<file path="src/rtl/gpio_bank_pkg.sv">
package gpio_bank_pkg;

    localparam int LANE_W = 8;
    localparam int LANES  = 4;
    localparam int NPINS  = LANE_W * LANES;
    localparam int AW     = 5;

    localparam logic [AW-1:0] OFF_PSEL = 5'h00;
    localparam logic [AW-1:0] OFF_DIR  = 5'h08;
    localparam logic [AW-1:0] OFF_DATA = 5'h0C;
    localparam logic [AW-1:0] OFF_PEND = 5'h10;
    localparam logic [AW-1:0] OFF_CFGL = 5'h14;
    localparam logic [AW-1:0] OFF_CFGH = 5'h18;

    typedef enum logic [2:0] {
        SEL_PSEL,
        SEL_DIR,
        SEL_DATA,
        SEL_PEND,
        SEL_CFGL,
        SEL_CFGH,
        SEL_NONE
    } reg_sel_e;

    // Reverse byte lanes: lane i of the input goes to lane LANES-1-i.
    function automatic logic [NPINS-1:0] lane_swap(input logic [NPINS-1:0] v);
        logic [NPINS-1:0] r;
        for (int i = 0; i < LANES; i++) begin
            r[(LANES-1-i)*LANE_W +: LANE_W] = v[i*LANE_W +: LANE_W];
        end
        return r;
    endfunction

    // Exchange the upper and lower halves of a configuration word.
    function automatic logic [NPINS-1:0] half_swap(input logic [NPINS-1:0] v);
        return {v[NPINS/2-1:0], v[NPINS-1:NPINS/2]};
    endfunction

endpackage

</file>
<file path="src/rtl/gpio_in_sync.sv">
module gpio_in_sync #(
    parameter int WIDTH  = 32,
    parameter int STAGES = 2
) (
    input  logic             clk,
    input  logic             rst_n,
    input  logic [WIDTH-1:0] d_async,
    output logic [WIDTH-1:0] q_sync
);
    logic [WIDTH-1:0] stage_q [STAGES];

    always_ff @(posedge clk or negedge rst_n) begin
        if (!rst_n) begin
            for (int s = 0; s < STAGES; s++) stage_q[s] <= '0;
        end else begin
            stage_q[0] <= d_async;
            for (int s = 1; s < STAGES; s++) stage_q[s] <= stage_q[s-1];
        end
    end

    assign q_sync = stage_q[STAGES-1];
endmodule

</file>
<file path="src/rtl/gpio_edge_detect.sv">
module gpio_edge_detect #(
    parameter int WIDTH = 32
) (
    input  logic               clk,
    input  logic               rst_n,
    input  logic [WIDTH-1:0]   level,
    input  logic [2*WIDTH-1:0] mode,
    output logic [WIDTH-1:0]   hit
);
    logic [WIDTH-1:0] last_q;

    always_ff @(posedge clk or negedge rst_n) begin
        if (!rst_n) last_q <= '0;
        else        last_q <= level;
    end

    for (genvar p = 0; p < WIDTH; p++) begin : g_pin
        logic rise, fall;
        assign rise = level[p] & ~last_q[p];
        assign fall = ~level[p] & last_q[p];
        // code bit 1 enables rising, bit 0 enables falling
        assign hit[p] = (mode[2*p+1] & rise) | (mode[2*p] & fall);
    end
endmodule

</file>
<file path="src/rtl/gpio_pend_status.sv">
module gpio_pend_status #(
    parameter int WIDTH = 32
) (
    input  logic             clk,
    input  logic             rst_n,
    input  logic [WIDTH-1:0] set_v,
    input  logic [WIDTH-1:0] clr_v,
    output logic [WIDTH-1:0] pend,
    output logic             any
);
    always_ff @(posedge clk or negedge rst_n) begin
        if (!rst_n) pend <= '0;
        else        pend <= (pend & ~clr_v) | set_v;
    end

    assign any = |pend;
endmodule

</file>
<file path="src/rtl/gpio_edge_bank.sv">
module gpio_edge_bank
    import gpio_bank_pkg::*;
#(
    parameter int ADDR_W = AW,
    parameter int NP     = NPINS
) (
    input  logic              clk,
    input  logic              rst_n,
    input  logic [ADDR_W-1:0] addr,
    input  logic              wr_en,
    input  logic [NP-1:0]     wdata,
    output logic [NP-1:0]     rdata,
    input  logic [NP-1:0]     pin_in,
    output logic [NP-1:0]     pin_out,
    output logic [NP-1:0]     pin_oe,
    output logic [NP-1:0]     pin_sel,
    output logic              irq
);
    localparam int CFG_W = 2 * NP;

    reg_sel_e         sel;
    logic [NP-1:0]    psel_q, dir_q, out_q;
    logic [NP-1:0]    cfgl_q, cfgh_q;
    logic [NP-1:0]    sync_in, hit, clr_mask, pend;
    logic [CFG_W-1:0] cfg_logical;
    logic [NP-1:0]    wdata_pins;

    always_comb begin
        if      (addr == ADDR_W'(OFF_PSEL)) sel = SEL_PSEL;
        else if (addr == ADDR_W'(OFF_DIR))  sel = SEL_DIR;
        else if (addr == ADDR_W'(OFF_DATA)) sel = SEL_DATA;
        else if (addr == ADDR_W'(OFF_PEND)) sel = SEL_PEND;
        else if (addr == ADDR_W'(OFF_CFGL)) sel = SEL_CFGL;
        else if (addr == ADDR_W'(OFF_CFGH)) sel = SEL_CFGH;
        else                                sel = SEL_NONE;
    end

    assign wdata_pins = lane_swap(wdata);

    always_ff @(posedge clk or negedge rst_n) begin
        if (!rst_n) begin
            psel_q <= '0;
            dir_q  <= '0;
            out_q  <= '0;
            cfgl_q <= '0;
            cfgh_q <= '0;
        end else if (wr_en) begin
            unique case (sel)
                SEL_PSEL: psel_q <= wdata_pins;
                SEL_DIR:  dir_q  <= wdata_pins;
                SEL_DATA: out_q  <= wdata_pins;
                SEL_CFGL: cfgl_q <= wdata;
                SEL_CFGH: cfgh_q <= wdata;
                default:  ;
            endcase
        end
    end

    assign clr_mask    = (wr_en && sel == SEL_PEND) ? wdata_pins : '0;
    assign cfg_logical = {half_swap(cfgh_q), half_swap(cfgl_q)};

    gpio_in_sync #(.WIDTH(NP), .STAGES(2)) u_sync (
        .clk     (clk),
        .rst_n   (rst_n),
        .d_async (pin_in),
        .q_sync  (sync_in)
    );

    gpio_edge_detect #(.WIDTH(NP)) u_edge (
        .clk   (clk),
        .rst_n (rst_n),
        .level (sync_in),
        .mode  (cfg_logical),
        .hit   (hit)
    );

    gpio_pend_status #(.WIDTH(NP)) u_pend (
        .clk   (clk),
        .rst_n (rst_n),
        .set_v (hit),
        .clr_v (clr_mask),
        .pend  (pend),
        .any   (irq)
    );

    always_comb begin
        unique case (sel)
            SEL_PSEL: rdata = lane_swap(psel_q);
            SEL_DIR:  rdata = lane_swap(dir_q);
            SEL_DATA: rdata = lane_swap((dir_q & out_q) | (~dir_q & sync_in));
            SEL_PEND: rdata = lane_swap(pend);
            SEL_CFGL: rdata = cfgl_q;
            SEL_CFGH: rdata = cfgh_q;
            default:  rdata = '0;
        endcase
    end

    assign pin_out = out_q;
    assign pin_oe  = dir_q;
    assign pin_sel = psel_q;
endmodule

</file>
<file path="config.mk">
export PLATFORM = sky130hd
export DESIGN_NAME = gpio_edge_bank
export DESIGN_NICKNAME = d
export VERILOG_FILES = /design/src/rtl/gpio_bank_pkg.sv /design/src/rtl/gpio_in_sync.sv /design/src/rtl/gpio_edge_detect.sv /design/src/rtl/gpio_pend_status.sv /design/src/rtl/gpio_edge_bank.sv
export SDC_FILE = /design/constraint.sdc
export NUM_CORES = 1
export LEC_CHECK = 0
export ABC_AREA = 1
export BUFFER_PORTS_ARGS = -buffer_cell sky130_fd_sc_hd__buf_2
export CORE_MARGIN = 3
export CORE_UTILIZATION = 57
export CTS_CLUSTER_SIZE = 8
export DETAILED_ROUTE_END_ITERATION = 10
export PLACE_DENSITY = 0.83
export SYNTH_ARGS = -nofsm -noshare
export SYNTH_HDL_FRONTEND = slang
export SYNTH_SLANG_ARGS = --single-unit
</file>
<file path="constraint.sdc">
create_clock -name clk -period 1.2 [get_ports clk]
set_input_delay 0.12 -clock clk [delete_from_list [all_inputs] [get_ports clk]]
set_output_delay 0.12 -clock clk [all_outputs]
set_load 0.01 [all_outputs]
</file>
[Yosys cells after proc, flatten, opt, wreduce, memory -nomap -nowiden]
Index checks and enable logic that the tools add are counted.
Cells by class
  equality and inequality tests: 10
  mux-type cells: 8
  bitwise gates (word level): 231
  reductions and logical operators: 9
Operators by type and width (count)
  case mux 32 bit (6 select lines): 1
  AND 1 bit: 128
  AND 32 bit: 3
  NOT 1 bit: 64
  NOT 32 bit: 2
  OR 32 bit: 2
  2-to-1 mux 32 bit: 1
  OR 1 bit: 32
  OR reduction 32 bit: 1
  equality test 5 bit (second input constant): 3
  2-to-1 mux 3 bit: 4
  equality test 5 x 4 -> 1 bit (second input constant): 2
  AND reduction 2 bit: 5
  equality test 3 x 2 -> 1 bit (second input constant): 2
  equality test 3 bit (second input constant): 2
  zero test 5 bit: 1
  2-to-1 mux 2 bit: 2
  equality test 3 x 1 -> 1 bit (second input constant): 1
  zero test 3 bit: 1
  logical AND 1 bit: 1
Word-level totals
  flip-flop bits (word level): 288
  bits of input ports: 72
  output and inout port bits: 129
  word-level logic and storage cells: 267

[Longest topological paths before layout]
Gate-level depths: netlist of run 1.
  word-level depth: 13
  mapped depth: 9
  mapped depth without buffers: 8

[By module]
From an unflattened synthesis of run 1, not the netlist that was laid out.
Unflattened totals
  cell total of the unflattened synthesis: 1645
  area, all modules: 13266.5 um^2
Modules (own cells, without submodules)
  gpio_edge_bank: times used 1, cells each 1232, area an instance 8670.8 um^2, seq. area each 4003.8 um^2
  gpio_in_sync: times used 1, cells each 96, area an instance 1841.8 um^2, seq. area each 1601.5 um^2
  gpio_edge_detect: times used 1, cells each 192, area an instance 1481.4 um^2, seq. area each 800.8 um^2
  gpio_pend_status: times used 1, cells each 125, area an instance 1272.5 um^2, seq. area each 800.8 um^2

[Worst setup path before layout of run 1]
OpenSTA, ideal clock, no wires.
  path kind: input-to-output
  from: in addr[4]
  to: out rdata[11]
  arrival: 1077 ps
  required time: 1080 ps
  path slack: 3 ps
  cell stages on the path: 8
  buffers on the path: 3
  path through: buf_4 inv_1 buf_2 buf_1 nand3_1 nand2_1 nor2_1 nand2_1
On the way
  word-level cells in the longest chain between the ends: 9
  elaborated cells on any way between the ends: 19
Ends and longest elaborated chain
  start, declared: RTL line gpio_edge_bank.sv:9  | input logic [ADDR_W-1:0] addr,
  equality test 5 bit: RTL line gpio_edge_bank.sv:34  | else if (addr == ADDR_W'(OFF_CFGH)) sel = SEL_CFGH;
  2-to-1 mux 2 bit: RTL line gpio_edge_bank.sv:34
  2-to-1 mux 2 bit: RTL line gpio_edge_bank.sv:33  | else if (addr == ADDR_W'(OFF_CFGL)) sel = SEL_CFGL;
  2-to-1 mux 3 bit: RTL line gpio_edge_bank.sv:32  | else if (addr == ADDR_W'(OFF_PEND)) sel = SEL_PEND;
  2-to-1 mux 3 bit: RTL line gpio_edge_bank.sv:31  | else if (addr == ADDR_W'(OFF_DATA)) sel = SEL_DATA;
  2-to-1 mux 3 bit: RTL line gpio_edge_bank.sv:30  | else if (addr == ADDR_W'(OFF_DIR)) sel = SEL_DIR;
  2-to-1 mux 3 bit *: RTL line gpio_edge_bank.sv:29  | if (addr == ADDR_W'(OFF_PSEL)) sel = SEL_PSEL;
  equality test 3 bit (tied with other cells): RTL line gpio_edge_bank.sv:87  | unique case (sel)
  case mux 32 bit (6 select lines) *: RTL line gpio_edge_bank.sv:87
  end, declared: RTL line gpio_edge_bank.sv:12  | output logic [NP-1:0] rdata,
Mark *: on every way between the ends. The rest lies on a longest branch, timed or not.

[Worst setup path in the final report of run 1]
  from: reg u_pend.pend[30]
  to: out irq
On the way
  word-level cells in the longest chain between the ends: 1
Ends and longest elaborated chain
  start, declared: RTL line gpio_pend_status.sv:8  | output logic [WIDTH-1:0] pend,
  start signal, assigned: RTL line gpio_pend_status.sv:13  | else pend <= (pend & ~clr_v) | set_v;
  OR reduction 32 bit: RTL line gpio_pend_status.sv:16  | assign any = |pend;
  end, declared: RTL line gpio_edge_bank.sv:17  | output logic irq
No other way between the ends.

==> reports/qor.txt, run 1 <==
CTS tree: yes
Clk_skew: 0.0146 ns
Critical path class: flop to output pin
RePlAce Congestion: 0.937
Fillers: 1225
P&R area growth vs syn: 38.0%
Area contributors post-synth: dfrtp_1, nand2_1, nand4_1, inv_1, o21ai_1
Library cells used by synthesis: 22
Layout cell share with drive strength beyond 1: 0.274
H-tree depth: 2
Mapped Area: 0.0129 sq mm
Crit path largest cell delay: 0.39 ns
Routed len/inst: 20.9 um
Antenna violations before repair: 0
Num CTS Buffers: 41
Pin count of the biggest net entering global routing: 67
Design Area, Final: 0.0178 sq mm
Final #Nets: 2030
Tcrit/Tclk final: 1.55
#FFs+latches synth: 288
Sequential fraction of the synthesis area: 0.558
Violated checks: negative setup slack
Worst Setup End Kind: output pin
Worst-path cell chain: nor2_1 -> nand4_1 -> nor2_2 -> nand2_1 -> buf_2
Drc violations: 0
Core Util, Final: 0.809
Pwr/cell area: 1580 mW/mm^2
Number of buffer cells added on primary ports: 200
Rows: 54
Final worst path period need: 1.87 ns
Max-slew violation count: 0
Synth Area in Simple Gates: 0.275
Buffers plus inverters on the worst setup path: 1
Antenna cell count: 0
Syn_area_per_cell: 8.30 sq um
CP Launch Type: flop
First-pass iteration count of the detailed router: 7
Die width: 157 um
Fmax: 536 MHz
P_leak: 9.32 nW
RSZ-0062 raised after global routing: yes
Slowest stage cell, crit path: dfrtp_1
Sink Count: 288
Largest family of logic cells by synthesized area: simple AND/OR/NAND/NOR gates
Final worst slack: -0.665 ns
Commonest non-fill, non-tap cell in the layout: nand2_1
I/O pins: 201
Top delay family on crit path: simple AND/OR/NAND/NOR gates
Synth Area in Compound Gates: 0.0868
Hold Fails Final Rpt: 0
Starting Density: 0.587
DRT Wirelength: 46800 um
Via count: 13600
Post-DP Area: 0.0150 sq mm
Clk_lat worst skew: 0.53 ns
Max-cap violations: 0
Yosys warnings: 0
VDD IR-drop max: 1.17 mV
Congestion Overflow GR: 0
Post-synthesis cell count: 1557
Routed vias/inst: 6.07
1st-iter DRT viols: 1894
Area leader, netlist: dfrtp_1
Die area: 0.0245 sq mm
Slew @ Worst Pin: 0.417 ns
Most frequent cells in the layout: nand2_1, dfrtp_1, buf_2
Final setup violation count: 88
Yosys top cell area share: 0.558
Synth Area in Adders: 0
Mux contribution to synthesized area: 0
Status: complete, but fails checks
Global-route wire length before repair: 70900 um
Worst Path Required: 1.08 ns
Worst hold path class: primary input to asynchronous set/reset pin
Clk pin slew, worst setup/hold paths: 0.05 ns
Hpwl dp: 27800 um
Vias in the first global route: 13400
Syn_nets: 1629
Clock tree buffer depth: 3
Synth Area in XOR/XNOR: 0
Core area: 0.0220 sq mm
Slew headroom: 0.720
Root Driver: clkbuf_16
CP arrival: 1.75 ns
Total track usage: 0.368
Post-route ant nets: 0
Max Fanout on Critical Path: 2
Die Ht: 157 um
==> cells by family (layout without fill, tap and decap cells) <==
family / after synthesis / in the layout
AOI/OAI and AO/OA: 192 / 192
buffers and inverters: 234 / 636
DFF: 288 / 288
and+or+nand+nor: 843 / 843
==> report_power, final <==
part,internal (mW),switching [mW],total [mW]
Sequential,11.0,1.27,12.3
Clock,6.24,4.03,10.3
Combinational,2.65,2.98,5.63
Total,19.9,8.27,28.2
==> final cells by class <==
cell class | instances | area [sq um] | area share
tap | 280 | 350 | 0.0197
timing repair buffer | 441 | 3760 | 0.211
multi-input combinational | 1035 | 4840 | 0.271
clock buffer | 43 | 1080 | 0.0604
inverter | 151 | 567 | 0.0318
sequential | 288 | 7230 | 0.405
clock inverter | 1 | 8.76 | 0.000491
==> metrics by stage <==
stage	total power, mW	hold WS [ns]	setup TNS (ns)	instances	worst slack [ns]
after global placement	16.1	0.00609	-26.91	2055	-0.219
after detailed placement	16.3	0.00868	-34.74	2055	-0.273
after CTS	27.4	0.0720	-17.98	2214	-0.600
after global routing	29.2	0.0961	-23.70	2239	-0.690
final	28.2	0.0756	-20.21	2239	-0.665
after floorplan	14.1	-0.176	0	1557	0.00252
==> state kept, by name, indices dropped and copies added, names as in the netlist <==
name and flops:
cfgh_q 32, cfgl_q 32, u_pend.pend 32, u_sync.q_sync 32, pin_sel 32, pin_out 32, pin_oe 32, u_sync.stage_q 32
u_edge.last_q 32
==> layer usage <==
layer / routed length (um) / share of wire / track usage
met1: 16600 / 0.35 / 0.470
met2: 21700 / 0.46 / 0.586
met3: 5540 / 0.12 / 0.0810
met4: 2970 / 0.063 / 0.203
met5: 0 / 0 / 0
==> worst paths after layout <==
| check | start | endpoint | slack [ns] | depth (start not counted) |
|---|---|---|---|---|
| worst min register to register | u_sync.stage_q[41]$_DFF_PN0_ | u_sync.q_sync[9]$_DFF_PN0_ | 0.34 | 0 |
| worst min-delay path | rst_n | pin_oe[7]$_DFFE_PN0P_ | 0.08 | 2 |
| max in group asynchronous | rst_n | pin_oe[28]$_DFFE_PN0P_ | 0.46 | 3 |
| worst max-delay path | u_pend.pend[30]$_DFF_PN0_ | irq | -0.67 | 5 |
| worst max register to register | pin_oe[12]$_DFFE_PN0P_ | pin_oe[12]$_DFFE_PN0P_ | 0.05 | 6 |
| min in group clk | wr_en | pin_oe[6]$_DFFE_PN0P_ | 0.21 | 4 |
==> synth_stat cells (all sizes together) <==
master  number
dfrtp      288
a31oi       32
nand4      102
inv        151
nor3        16
nand2      615
nand3       34
o21ai      160
clkbuf      11
buf         72
nor2        76
==> what timing repair did <==
action                                  4_1_cts  5_1_grt
hold buffers                                 65        0
hold endpoints to repair                    512        0
pin swaps                                    24       43
endpoints found under the setup margin       80      111
setup buffers                                51       38
cloned                                        0        0
resized for setup                            81       84
Power figures use the tool's default switching activity.
==> run 2: changes to the inputs <==
--- a/config.mk
+++ b/config.mk
@@ -6,12 +6,13 @@
 export NUM_CORES = 1
 export LEC_CHECK = 0
 export ABC_AREA = 1
-export BUFFER_PORTS_ARGS = -buffer_cell sky130_fd_sc_hd__buf_2
+export BUFFER_PORTS_ARGS = -buffer_cell sky130_fd_sc_hd__buf_4
 export CORE_MARGIN = 3
 export CORE_UTILIZATION = 57
 export CTS_CLUSTER_SIZE = 8
 export DETAILED_ROUTE_END_ITERATION = 10
 export PLACE_DENSITY = 0.83
+export SLEW_MARGIN = 20
 export SYNTH_ARGS = -nofsm -noshare
 export SYNTH_HDL_FRONTEND = slang
 export SYNTH_SLANG_ARGS = --single-unit
==> run 2 against run 1 <==
  * Sequential cell count is the same
  * Register-to-register slack lost 0.05 ns
  * Combinational power increased by 9.8%
  * Highest routed layer is now met5
  * Die area is the same
  * Final area up 2.7%
  * The run still ends with negative setup slack left
  * Largest power group unchanged
  * Clock skew shrank 0.0058 ns
  * Sequential power is essentially flat
  * Maximum frequency rose by 3.9%
  * Hold slack got worse by 0.0061 ns
  * Via count rose by 0.30%
  * Utilization grew 2.2 points
  * Critical endpoint is now rdata[1]
  * Count of clock-buffer cells in the layout decreased by 2
==> reports/qor.txt, run 2 (same netlist as run 1, synthesis figures left out) <==
Vias in the first global route: 13500
Hpwl dp: 27600 um
FF-to-FF path depth: 4
Pin count of the biggest net entering global routing: 53
Die width: 157 um
Final worst slack: -0.595 ns
Final setup violation count: 79
Violated checks: negative setup slack
Most frequent cells in the layout: nand2_1, dfrtp_1, buf_4
Slew headroom: 0.715
R2r startpoint: u_sync.q_sync[22]$_DFF_PN0_
Worst Path Required: 1.08 ns
CTS tree: yes
Fmax: 557 MHz
DRT Wirelength: 48600 um
P&R area growth vs syn: 41.8%
Die Ht: 157 um
Slew @ Worst Pin: 0.426 ns
Num CTS Buffers: 41
Clk pin slew, worst setup/hold paths: 0.05 ns
Clk_skew: 0.00878 ns
Hold Fails Final Rpt: 0
1st-iter DRT viols: 1904
Worst hold margin: 0.0695 ns
Total track usage: 0.376
Congestion Overflow GR: 0
Layout cell share with drive strength beyond 1: 0.273
Worst-path cell chain: inv_1 -> nand2_1 -> nand2_1 -> nand3_1 -> nand2_1 -> nor2_2 -> nand2_1 -> buf_6
R2R Setup Slk: 0 ns
Sink Count: 288
Via count: 13600
VDD IR-drop max: 1.36 mV
Core area: 0.0220 sq mm
Met3 global-route usage: 0.0913
Clk_lat worst skew: 0.51 ns
Fin cells: 2224
Routed vias/inst: 6.13
CP dominant cell by count: nand2_1
Crit path largest cell delay: 0.44 ns
P_leak: 9.35 nW
Antenna violations before repair: 1
RePlAce Congestion: 0.900
RSZ-0062 raised after global routing: yes
Total power draw: 28.5 mW
Clock tree buffer depth: 3
CP Launch Type: flop
Status: complete, but fails checks
First-pass iteration count of the detailed router: 7
Starting Density: 0.587
Global-route wire length before repair: 71900 um
Max-slew violation count: 0
Top Usage Layer GRT: met2
Rows: 54
Die area: 0.0245 sq mm
Critical path class: flop to output pin
Drc violations: 0
Max Fanout on Critical Path: 5
Slowest stage cell, crit path: dfrtp_1
Worst Setup End Kind: output pin
Post-route ant nets: 0
Post-DP Area: 0.0154 sq mm
Tcrit/Tclk final: 1.50
Final worst path period need: 1.80 ns
H-tree depth: 2
Core Util, Final: 0.832
Pwr/cell area: 1550 mW/mm^2
Met1 Track Usage GR: 0.472
Number of buffer cells added on primary ports: 200
Antenna cell count: 0
Max-cap violations: 0
Critical R2R Capture: u_pend.pend[22]$_DFF_PN0_
Final #Nets: 2018
Commonest non-fill, non-tap cell in the layout: nand2_1
Met2 GRT Util: 0.608
CP arrival: 1.68 ns
Design Area, Final: 0.0183 sq mm
I/O pins: 201
Root Driver: clkbuf_16
Routed len/inst: 21.8 um
Placed Cells: 2047
Worst hold path class: primary input to asynchronous set/reset pin
-- run 2: cell count changes in the layout (fill, tap and decap cells not counted), moves of 3 or more --
cell / delta
buf_2: -159
buf_4: +80
buf_6: +69
nor2_2: +8
nor2_1: -7
dfrtp_1: -3
dfrtp_2: +3
nand3_1: +3
nand3_2: -3
-- run 2: critical path: cells and delay by family, from the launching register on --
kind | cells | cell delay, ns
simple gates | 6 | 0.53
flops | 1 | 0.44
buf+inv | 2 | 0.19
-- run 2: what timing repair did --
action,in CTS,in global routing
hold endpoints to repair,512,0
resized for setup,135,100
buffers inserted,47,35
hold buffers,65,0
pin swaps,21,46
setup endpoints to repair,81,110
-- run 2: worst max-delay path by stage --
stage	slack [ns]	to	cells past startpoint	from
after detailed placement	-0.26	pin_oe[16]$_DFFE_PN0P_	9	addr[1]
after CTS	-0.53	irq	5	u_pend.pend[24]$_DFF_PN0_
after global placement	-0.22	rdata[31]	11	addr[3]
final	-0.60	rdata[1]	8	pin_oe[25]$_DFFE_PN0P_
after floorplan	0.003	rdata[11]	8	addr[4]
after global routing	-0.65	rdata[4]	8	pin_oe[28]$_DFFE_PN0P_
-- run 2: final cells by class --
cell class	instances	area (sq um)
clock buffers	41	1030
fillers	1127	3710
inverters	151	567
multi-input cells	1035	4840
flip-flops and latches	288	7230
well taps	280	350
repair buffers	429	4300
-- run 2: routing by layer --
metal / up-vias / share of wire / wire length, um
met2: 1180 / 0.47 / 22900
met5: - / 0.00027 / 13
met3: 300 / 0.12 / 5680
li1: 5769 / - / -
met4: 2 / 0.067 / 3230
met1: 6386 / 0.34 / 16700
-- run 2: per-stage QoR --
step | setup WS [ns] | setup TNS (ns)
after floorplan | 0.00252 | 0
after global placement | -0.218 | -26.36
after detailed placement | -0.262 | -35.83
after CTS | -0.535 | -17.57
after global routing | -0.650 | -23.47
final | -0.595 | -20.59
-- run 2: where the power goes --
group          switching, mW  total [mW]  internal, mW
Combinational           3.07        6.18          3.11
Sequential              1.34        12.4          11.0
Clock                   3.95        9.91          5.96
Total                   8.36        28.5          20.1
